`config.mk`:
```
export PLATFORM = sky130hd
export DESIGN_NAME = sdm_result_stage
export DESIGN_NICKNAME = d
export VERILOG_FILES = /design/src/rtl/sdm_out_pkg.sv /design/src/rtl/sdm_round_shift.sv /design/src/rtl/sdm_offset_sub.sv /design/src/rtl/sdm_result_stage.sv
export SDC_FILE = /design/constraint.sdc
export NUM_CORES = 1
export LEC_CHECK = 0
export BUFFER_PORTS_ARGS = -buffer_cell sky130_fd_sc_hd__buf_2
export CORE_UTILIZATION = 55
export CTS_BUF_LIST = sky130_fd_sc_hd__clkbuf_4 sky130_fd_sc_hd__clkbuf_8
export CTS_CLUSTER_DIAMETER = 80
export DETAILED_ROUTE_END_ITERATION = 8
export PLACE_DENSITY = 0.78
export SYNTH_ARGS = -nofsm -noshare
export SYNTH_HDL_FRONTEND = slang
export SYNTH_HIERARCHICAL = 1
export SYNTH_SLANG_ARGS = --single-unit
```
`constraint.sdc`:
```
create_clock -name clk -period 0.84 [get_ports clk]
set_input_delay 0.168 -clock clk [delete_from_list [all_inputs] [get_ports clk]]
set_output_delay 0.168 -clock clk [all_outputs]
set_load 0.02 [all_outputs]
```
`src/rtl/sdm_out_pkg.sv`:
```
package sdm_out_pkg;
    localparam int unsigned IN_W   = 32;
    localparam int unsigned OUT_W  = 24;
    localparam int unsigned SH_W   = 5;
    localparam int unsigned CH_W   = 3;
    localparam int unsigned WORD_W = 32;

    typedef enum logic {
        PATH_REG = 1'b0,
        PATH_INJ = 1'b1
    } path_e;
endpackage

```
`src/rtl/sdm_round_shift.sv`:
```
module sdm_round_shift #(
    parameter int unsigned IN_W  = 32,
    parameter int unsigned OUT_W = 24,
    parameter int unsigned SH_W  = 5
) (
    input  logic signed [IN_W-1:0]  din,
    input  logic        [SH_W-1:0]  sh,
    output logic signed [OUT_W-1:0] dout
);
    localparam int unsigned EW = IN_W + 1;
    localparam logic signed [EW-1:0] HI = {{(EW-OUT_W+1){1'b0}}, {(OUT_W-1){1'b1}}};
    localparam logic signed [EW-1:0] LO = {{(EW-OUT_W+1){1'b1}}, {(OUT_W-1){1'b0}}};

    logic signed [EW-1:0] ext_d;
    logic signed [EW-1:0] half_d;
    logic signed [EW-1:0] sum_d;
    logic signed [EW-1:0] shd_d;

    always_comb begin
        ext_d  = {din[IN_W-1], din};
        half_d = '0;
        if (sh != '0) begin
            half_d = {{(EW-1){1'b0}}, 1'b1} << (sh - 1'b1);
        end
        sum_d = ext_d + half_d;
        shd_d = sum_d >>> sh;
        if (shd_d > HI) begin
            dout = HI[OUT_W-1:0];
        end else if (shd_d < LO) begin
            dout = LO[OUT_W-1:0];
        end else begin
            dout = shd_d[OUT_W-1:0];
        end
    end
endmodule

```
`src/rtl/sdm_offset_sub.sv`:
```
module sdm_offset_sub #(
    parameter int unsigned OUT_W = 24
) (
    input  logic signed [OUT_W-1:0] din,
    input  logic signed [OUT_W-1:0] off,
    output logic signed [OUT_W-1:0] dout
);
    logic signed [OUT_W:0] diff_d;

    always_comb begin
        diff_d = {din[OUT_W-1], din} - {off[OUT_W-1], off};
        if (diff_d[OUT_W] != diff_d[OUT_W-1]) begin
            dout = diff_d[OUT_W] ? {1'b1, {(OUT_W-1){1'b0}}}
                                 : {1'b0, {(OUT_W-1){1'b1}}};
        end else begin
            dout = diff_d[OUT_W-1:0];
        end
    end
endmodule

```
`src/rtl/sdm_result_stage.sv`:
```
module sdm_result_stage
    import sdm_out_pkg::*;
#(
    parameter int unsigned P_IN_W   = IN_W,
    parameter int unsigned P_OUT_W  = OUT_W,
    parameter int unsigned P_SH_W   = SH_W,
    parameter int unsigned P_CH_W   = CH_W,
    parameter int unsigned P_WORD_W = WORD_W
) (
    input  logic                     clk,
    input  logic                     rst_n,
    input  logic                     enable,
    input  logic                     conv_valid,
    input  logic                     conv_inj,
    input  logic signed [P_IN_W-1:0] conv_data,
    input  logic [P_CH_W-1:0]        conv_chan,
    input  logic [P_SH_W-1:0]        cfg_shift,
    input  logic [P_OUT_W-1:0]       cfg_offset,
    input  logic                     rd_reg,
    input  logic                     rd_inj,
    output logic [P_WORD_W-1:0]      reg_word,
    output logic [P_WORD_W-1:0]      inj_word,
    output logic                     reg_eoc,
    output logic                     inj_eoc
);
    localparam int unsigned PAD_W = P_WORD_W - P_OUT_W - P_CH_W;

    typedef struct packed {
        logic [P_WORD_W-1:0] rword;
        logic [P_WORD_W-1:0] iword;
        logic                reoc;
        logic                ieoc;
    } state_t;

    state_t st_q, st_d;

    logic signed [P_OUT_W-1:0] shifted_d;
    logic signed [P_OUT_W-1:0] final_d;
    logic [P_WORD_W-1:0]       packed_d;
    path_e                     path_d;

    sdm_round_shift #(
        .IN_W  (P_IN_W),
        .OUT_W (P_OUT_W),
        .SH_W  (P_SH_W)
    ) u_shift (
        .din  (conv_data),
        .sh   (cfg_shift),
        .dout (shifted_d)
    );

    sdm_offset_sub #(
        .OUT_W (P_OUT_W)
    ) u_sub (
        .din  (shifted_d),
        .off  (cfg_offset),
        .dout (final_d)
    );

    always_comb begin
        packed_d = {final_d, {PAD_W{1'b0}}, conv_chan};
        path_d   = path_e'(conv_inj);
        st_d     = st_q;
        if (!enable) begin
            st_d.reoc = 1'b0;
            st_d.ieoc = 1'b0;
        end else begin
            if (rd_reg) st_d.reoc = 1'b0;
            if (rd_inj) st_d.ieoc = 1'b0;
            if (conv_valid) begin
                if (path_d == PATH_INJ) begin
                    st_d.iword = packed_d;
                    st_d.ieoc  = 1'b1;
                end else begin
                    st_d.rword = packed_d;
                    st_d.reoc  = 1'b1;
                end
            end
        end
    end

    always_ff @(posedge clk or negedge rst_n) begin
        if (!rst_n) begin
            st_q <= '0;
        end else begin
            st_q <= st_d;
        end
    end

    assign reg_word = st_q.rword;
    assign inj_word = st_q.iword;
    assign reg_eoc  = st_q.reoc;
    assign inj_eoc  = st_q.ieoc;

    a_r9_disable_clears: assert property (@(posedge clk) disable iff (!rst_n)
        !enable |=> (!reg_eoc && !inj_eoc));
    a_r9_disable_holds: assert property (@(posedge clk) disable iff (!rst_n)
        !enable |=> ($stable(reg_word) && $stable(inj_word)));
    a_r7_reg_sets: assert property (@(posedge clk) disable iff (!rst_n)
        (enable && conv_valid && !conv_inj) |=> (reg_eoc && $stable(inj_word)));
    a_r7_inj_sets: assert property (@(posedge clk) disable iff (!rst_n)
        (enable && conv_valid && conv_inj) |=> (inj_eoc && $stable(reg_word)));
    a_r8_read_clears: assert property (@(posedge clk) disable iff (!rst_n)
        (enable && rd_reg && !(conv_valid && !conv_inj)) |=> !reg_eoc);
    a_r8_inj_read_clears: assert property (@(posedge clk) disable iff (!rst_n)
        (enable && rd_inj && !(conv_valid && conv_inj)) |=> !inj_eoc);
    a_r6_pad_zero: assert property (@(posedge clk) disable iff (!rst_n)
        (reg_word[P_CH_W +: PAD_W] == '0) && (inj_word[P_CH_W +: PAD_W] == '0));
endmodule

```
==> results of run 1 <==
stage by stage:
stage | util | TNS, ns
after global placement | 0.790 | -284.43
after detailed placement | 0.790 | -291.52
after CTS | 0.878 | -277.57
after floorplan | - | -252.97
Yosys cell counts (all sizes together) (9+ instances only):
library cell / n
nand2: 102
ha: 56
a31oi: 12
nor2: 109
nand3: 27
or3: 12
o211ai: 27
nand2b: 15
clkbuf: 50
mux4: 9
mux2i: 31
dfrtp: 56
a21oi: 108
inv: 50
xor2: 22
xnor2: 24
nor3: 21
a21o: 20
o21a: 16
and2: 11
o21ai: 102
nand4: 11
mux2: 64
buf: 37
a211oi: 22
layer usage:
layer | overflow | global-route usage
met3 | 0 | 0.503
met4 | 3 | 0.669
met1 | 0 | 0.694
met5 | 0 | 0.182
met2 | 9 | 0.895
what timing repair did:
item,4_1_cts
buffers inserted,63
endpoints found under the hold margin,56
cloned,2
pin swaps,47
setup endpoints to repair,104
gates resized for setup,202
hold buffers,1
logic make-up after synthesis:
| group | after synthesis | synth area share |
|---|---|---|
| AND/OR/NAND/NOR | 338 | 0.182 |
| multiplexers | 104 | 0.151 |
| adder cells (fa/ha/maj) | 58 | 0.0844 |
| flip-flops | 56 | 0.160 |
| AO/OA/AOI/OAI | 400 | 0.302 |
| buffers and inverters | 138 | 0.0748 |
| other | 2 | 0.000855 |
| XOR/XNOR | 46 | 0.0459 |
==> results.tsv, run 1 <==
metric	value	unit
outcome	aborted with a tool error	
Exit stage	5_1_grt	
Err	[ERROR GRT-0116] Global routing finished with congestion. Check the congestion regions in the DRC Viewer.	
Post-synth ARST share	1.00	
Post-synth EDFFs	0	
clk buf depth	2	
GP Congestion	0.981	
Port Buffer Count	126	
Root Buffer Master	clkbuf_8	
gr ovfl total	12	
Placed Cells	1753	
# rows	45	
Placement Setup Slack	-6.17	ns
Avg Inst Size Synth	7.69	µm²
Die H	128	µm
post-synth top area share	0.160	
H-tree level count	2	
global-route wire length before repair	85300	µm
CTS buffer count	5	
clock sink count	56	
largest net degree at the start of global routing	57	
dpl hpwl	27200	µm
Placed Area	12100	µm²
synthesized flop and latch total	56	
synthesized cell area	8780	µm²
Die X	128	µm
post-synthesis cell count	1142	
Starting Density	0.571	
cells taking the most area after synthesis	dfrtp_1 (16%), ha_1 (8.0%), a21oi_1 (6.0%)	
Yosys warning count	6	
biggest area consumer among synthesized cells	dfrtp_1	
I/O pin count	137	
sequential share of the synthesized area	0.160	
gr usage total	0.691	
vias in the first global route	14602	
library cells used by synthesis	91	
most common flop cell mapped by yosys	dfrtp_1	
==> run 2, diff against run 1 <==
--- a/config.mk
+++ b/config.mk
@@ -6,11 +6,9 @@
 export NUM_CORES = 1
 export LEC_CHECK = 0
 export BUFFER_PORTS_ARGS = -buffer_cell sky130_fd_sc_hd__buf_2
-export CORE_UTILIZATION = 55
-export CTS_BUF_LIST = sky130_fd_sc_hd__clkbuf_4 sky130_fd_sc_hd__clkbuf_8
-export CTS_CLUSTER_DIAMETER = 80
+export CORE_UTILIZATION = 40
 export DETAILED_ROUTE_END_ITERATION = 8
-export PLACE_DENSITY = 0.78
+export PLACE_DENSITY_LB_ADDON = 0.15
 export SYNTH_ARGS = -nofsm -noshare
 export SYNTH_HDL_FRONTEND = slang
 export SYNTH_HIERARCHICAL = 1
==> results.tsv, run 2 <==
metric	value	unit	change
# rows	53		+18%
Placed Area	12300	µm²	+1.3%
Startpoint Class	input port		
wirelength, routed	37200	µm	
Placed Cells	1824		+4.1%
initial antenna violation count	0		
DRT iter0 DRCs	767		
PD cells	1850	nW/µm²	
Max Fclk	154	MHz	
R2R Setup Slk	-0.15	ns	
antenna cell count	0		
H-tree level count	2		unchanged
post-synthesis compound-gate area fraction	0.302		unchanged
HP Class	in2reg		
fin worst setup slack	-5.67	ns	
Final Hold Violating Endpoints	0		
register area	1400	µm²	
vias in the first global route	10278		
failing checks	setup timing		
Via Count	10995		
I/O pin count	137		unchanged
Slew headroom	0.624		
CTS buffer count	5		unchanged
gr ovfl total	0		
Reg-to-Reg End	inj_word[11]$_DFFE_PN0P_		
worst-margin pin slew	0.558	ns	
final instance area	14400	µm²	
Core Util, Final	0.678		
Filler cells	1743		
Port Buffer Count	126		unchanged
Post-synth ARST share	1.00		unchanged
synthesized cell area	8780	µm²	unchanged
static leakage	6.86	nW	
share of layout cells above drive strength 1	0.502		
RSZ-0062 raised after global routing	yes		
critical path's top delay family	compound AO/OA/AOI/OAI gates		
Hold Path Stages	2		
count leader, synth	nor2_1		
die area	22500	µm²	
Post-Route Skew	0	ns	
CP Capture Type	flip-flop		
global-route wire length before repair	54300	µm	
largest net degree at the start of global routing	57		
gr usage total	0.307		
sequential share of the synthesized area	0.160		unchanged
Die X	150	µm	+17%
outcome	complete, but fails checks		
most common cell after layout, fill and taps aside	buf_4		
hold-critical path endpoint	inj_word[1]$_DFFE_PN0P_		
Avg WL per Cell	19.4	µm	
setup TNS	-277.13	ns	
Crit Path Class	in2reg		
Starting Density	0.413		-0.159
adder and majority gate portion of the synthesized area	0.0844		unchanged
post-synthesis cell count	1142		unchanged
Post-Synth Simple-Gate Area	0.182		unchanged
vias per inst	5.73		
Critical Path AT	6.70	ns	
Max-Cap Viols	0		
Avg Inst Size Synth	7.69	µm²	unchanged
largest family of logic cells by synthesized area	compound AO/OA/AOI/OAI gates		
HP Start	conv_chan[1]		
final non-filler cell total	1920		
synthesized flop and latch total	56		unchanged
Placement Setup Slack	-6.34	ns	-0.165 ns
Reg2Reg Depth	2		
clk slew on worst S/H paths	0.08	ns	
Max Transition Viols Final	0		
CP bufs+invs	11		
Core Area	21300	µm²	
Worst path slowest cell	o311a_1		
fin crit share	7.75		
Layout area overhead	64.4	%	
Die H	150	µm	+17%
Yosys warning count	6		unchanged
mux cell area share after synthesis	0.151		unchanged
post-synth top area share	0.160		unchanged
Final Setup Violations	111		
post-synthesis xor/xnor area fraction	0.0459		unchanged
CTS tree	yes		
clk buf depth	2		unchanged
DRT Pass-1 Iters	8		
drt drc	0		
Synth top cells by count	nor2_1 (109), a21oi_1 (106), nand2_1 (102), o21ai_0 (77)		
Min Hold Slack	0.104	ns	
clock sink count	56		unchanged
GP Congestion	0.962		-1.9%
Post-synth EDFFs	0		unchanged
largest stage delay on the critical path	0.41	ns	
most frequent cells in the layout	buf_4 (412), nand2_1 (89), nor2_1 (88)		
number of routed nets with antenna violations	0		
layout net count	1773		
clock latency on the worst-skew pair	0.30	ns	
multi-input logic area	7780	µm²	
biggest area consumer among synthesized cells	dfrtp_1		
VDD IR max	1.38	mV	
Tmin final	6.51	ns	
dpl hpwl	26900	µm	-1.3%
reg2reg start	inj_word[11]$_DFFE_PN0P_		
Root Buffer Master	clkbuf_16		
cells taking the most area after synthesis	dfrtp_1 (16%), ha_1 (8.0%), a21oi_1 (6.0%)		
library cells used by synthesis	91		unchanged
WP data required	1.03	ns	
most common flop cell mapped by yosys	dfrtp_1		
Top cell by count, worst path	buf_4		
CP max FO	8		
Tot Pwr	26.7	mW	
[run 2: worst max path at each step]
| stage | from | endpoint | slack (ns) | depth (start not counted) |
|---|---|---|---|---|
| 6_report | cfg_shift[1] | inj_word[11]$_DFFE_PN0P_ | -5.67 | 34 |
| 5_1_grt | cfg_shift[3] | inj_word[11]$_DFFE_PN0P_ | -5.88 | 35 |
| 4_1_cts | cfg_shift[2] | reg_word[26]$_DFFE_PN0P_ | -5.50 | 35 |
| 3_5_place_dp | cfg_shift[1] | reg_word[30]$_DFFE_PN0P_ | -6.34 | 31 |
| 3_3_place_gp | cfg_shift[3] | reg_word[23]$_DFFE_PN0P_ | -6.37 | 32 |
| 2_1_floorplan | cfg_shift[1] | reg_word[29]$_DFFE_PN0P_ | -5.33 | 35 |
[run 2: what timing repair did]
action                                  4_1_cts  5_1_grt
cloned                                        3        2
endpoints found under the hold margin        56        0
pin swaps                                    43       60
setup buffers                                51       32
gates resized for setup                     214      121
hold buffers                                  1        0
endpoints found under the setup margin      104      110
[run 2: layer usage]
| layer | global-route usage | share of wire |
|---|---|---|
| met3 | 0.0461 | 0.077 |
| met1 | 0.407 | 0.42 |
| met4 | 0.0591 | 0.018 |
| met2 | 0.528 | 0.49 |
| met5 | 0 | 0 |
[run 2: cell families after synthesis]
logic type,Yosys count
mux,104
simple gates,338
xor+xnor,46
fa+ha+maj,58
flops,56
compound gates,400
buf+inv,138
other cells,2
[run 2: cell type report]
cell class | count | area share
Timing Repair Buffer | 571 | 0.315
Tap cell | 275 | 0.0238
Inverter | 51 | 0.0141
Sequential cell | 56 | 0.0971
Clock inverter | 3 | 0.00156
Multi-Input combinational cell | 959 | 0.539
Clock buffer | 5 | 0.00867
[run 2: report_power, final]
part | leakage [nW] | internal (mW) | switching [mW] | total (mW)
clock network | 0.0742 | 1.12 | 1.06 | 2.18
registers | 0.673 | 3.91 | 1.15 | 5.07
logic | 6.11 | 10.1 | 9.37 | 19.5
total | 6.86 | 15.2 | 11.6 | 26.7
Note: power is estimated with default switching activity, not from simulation.
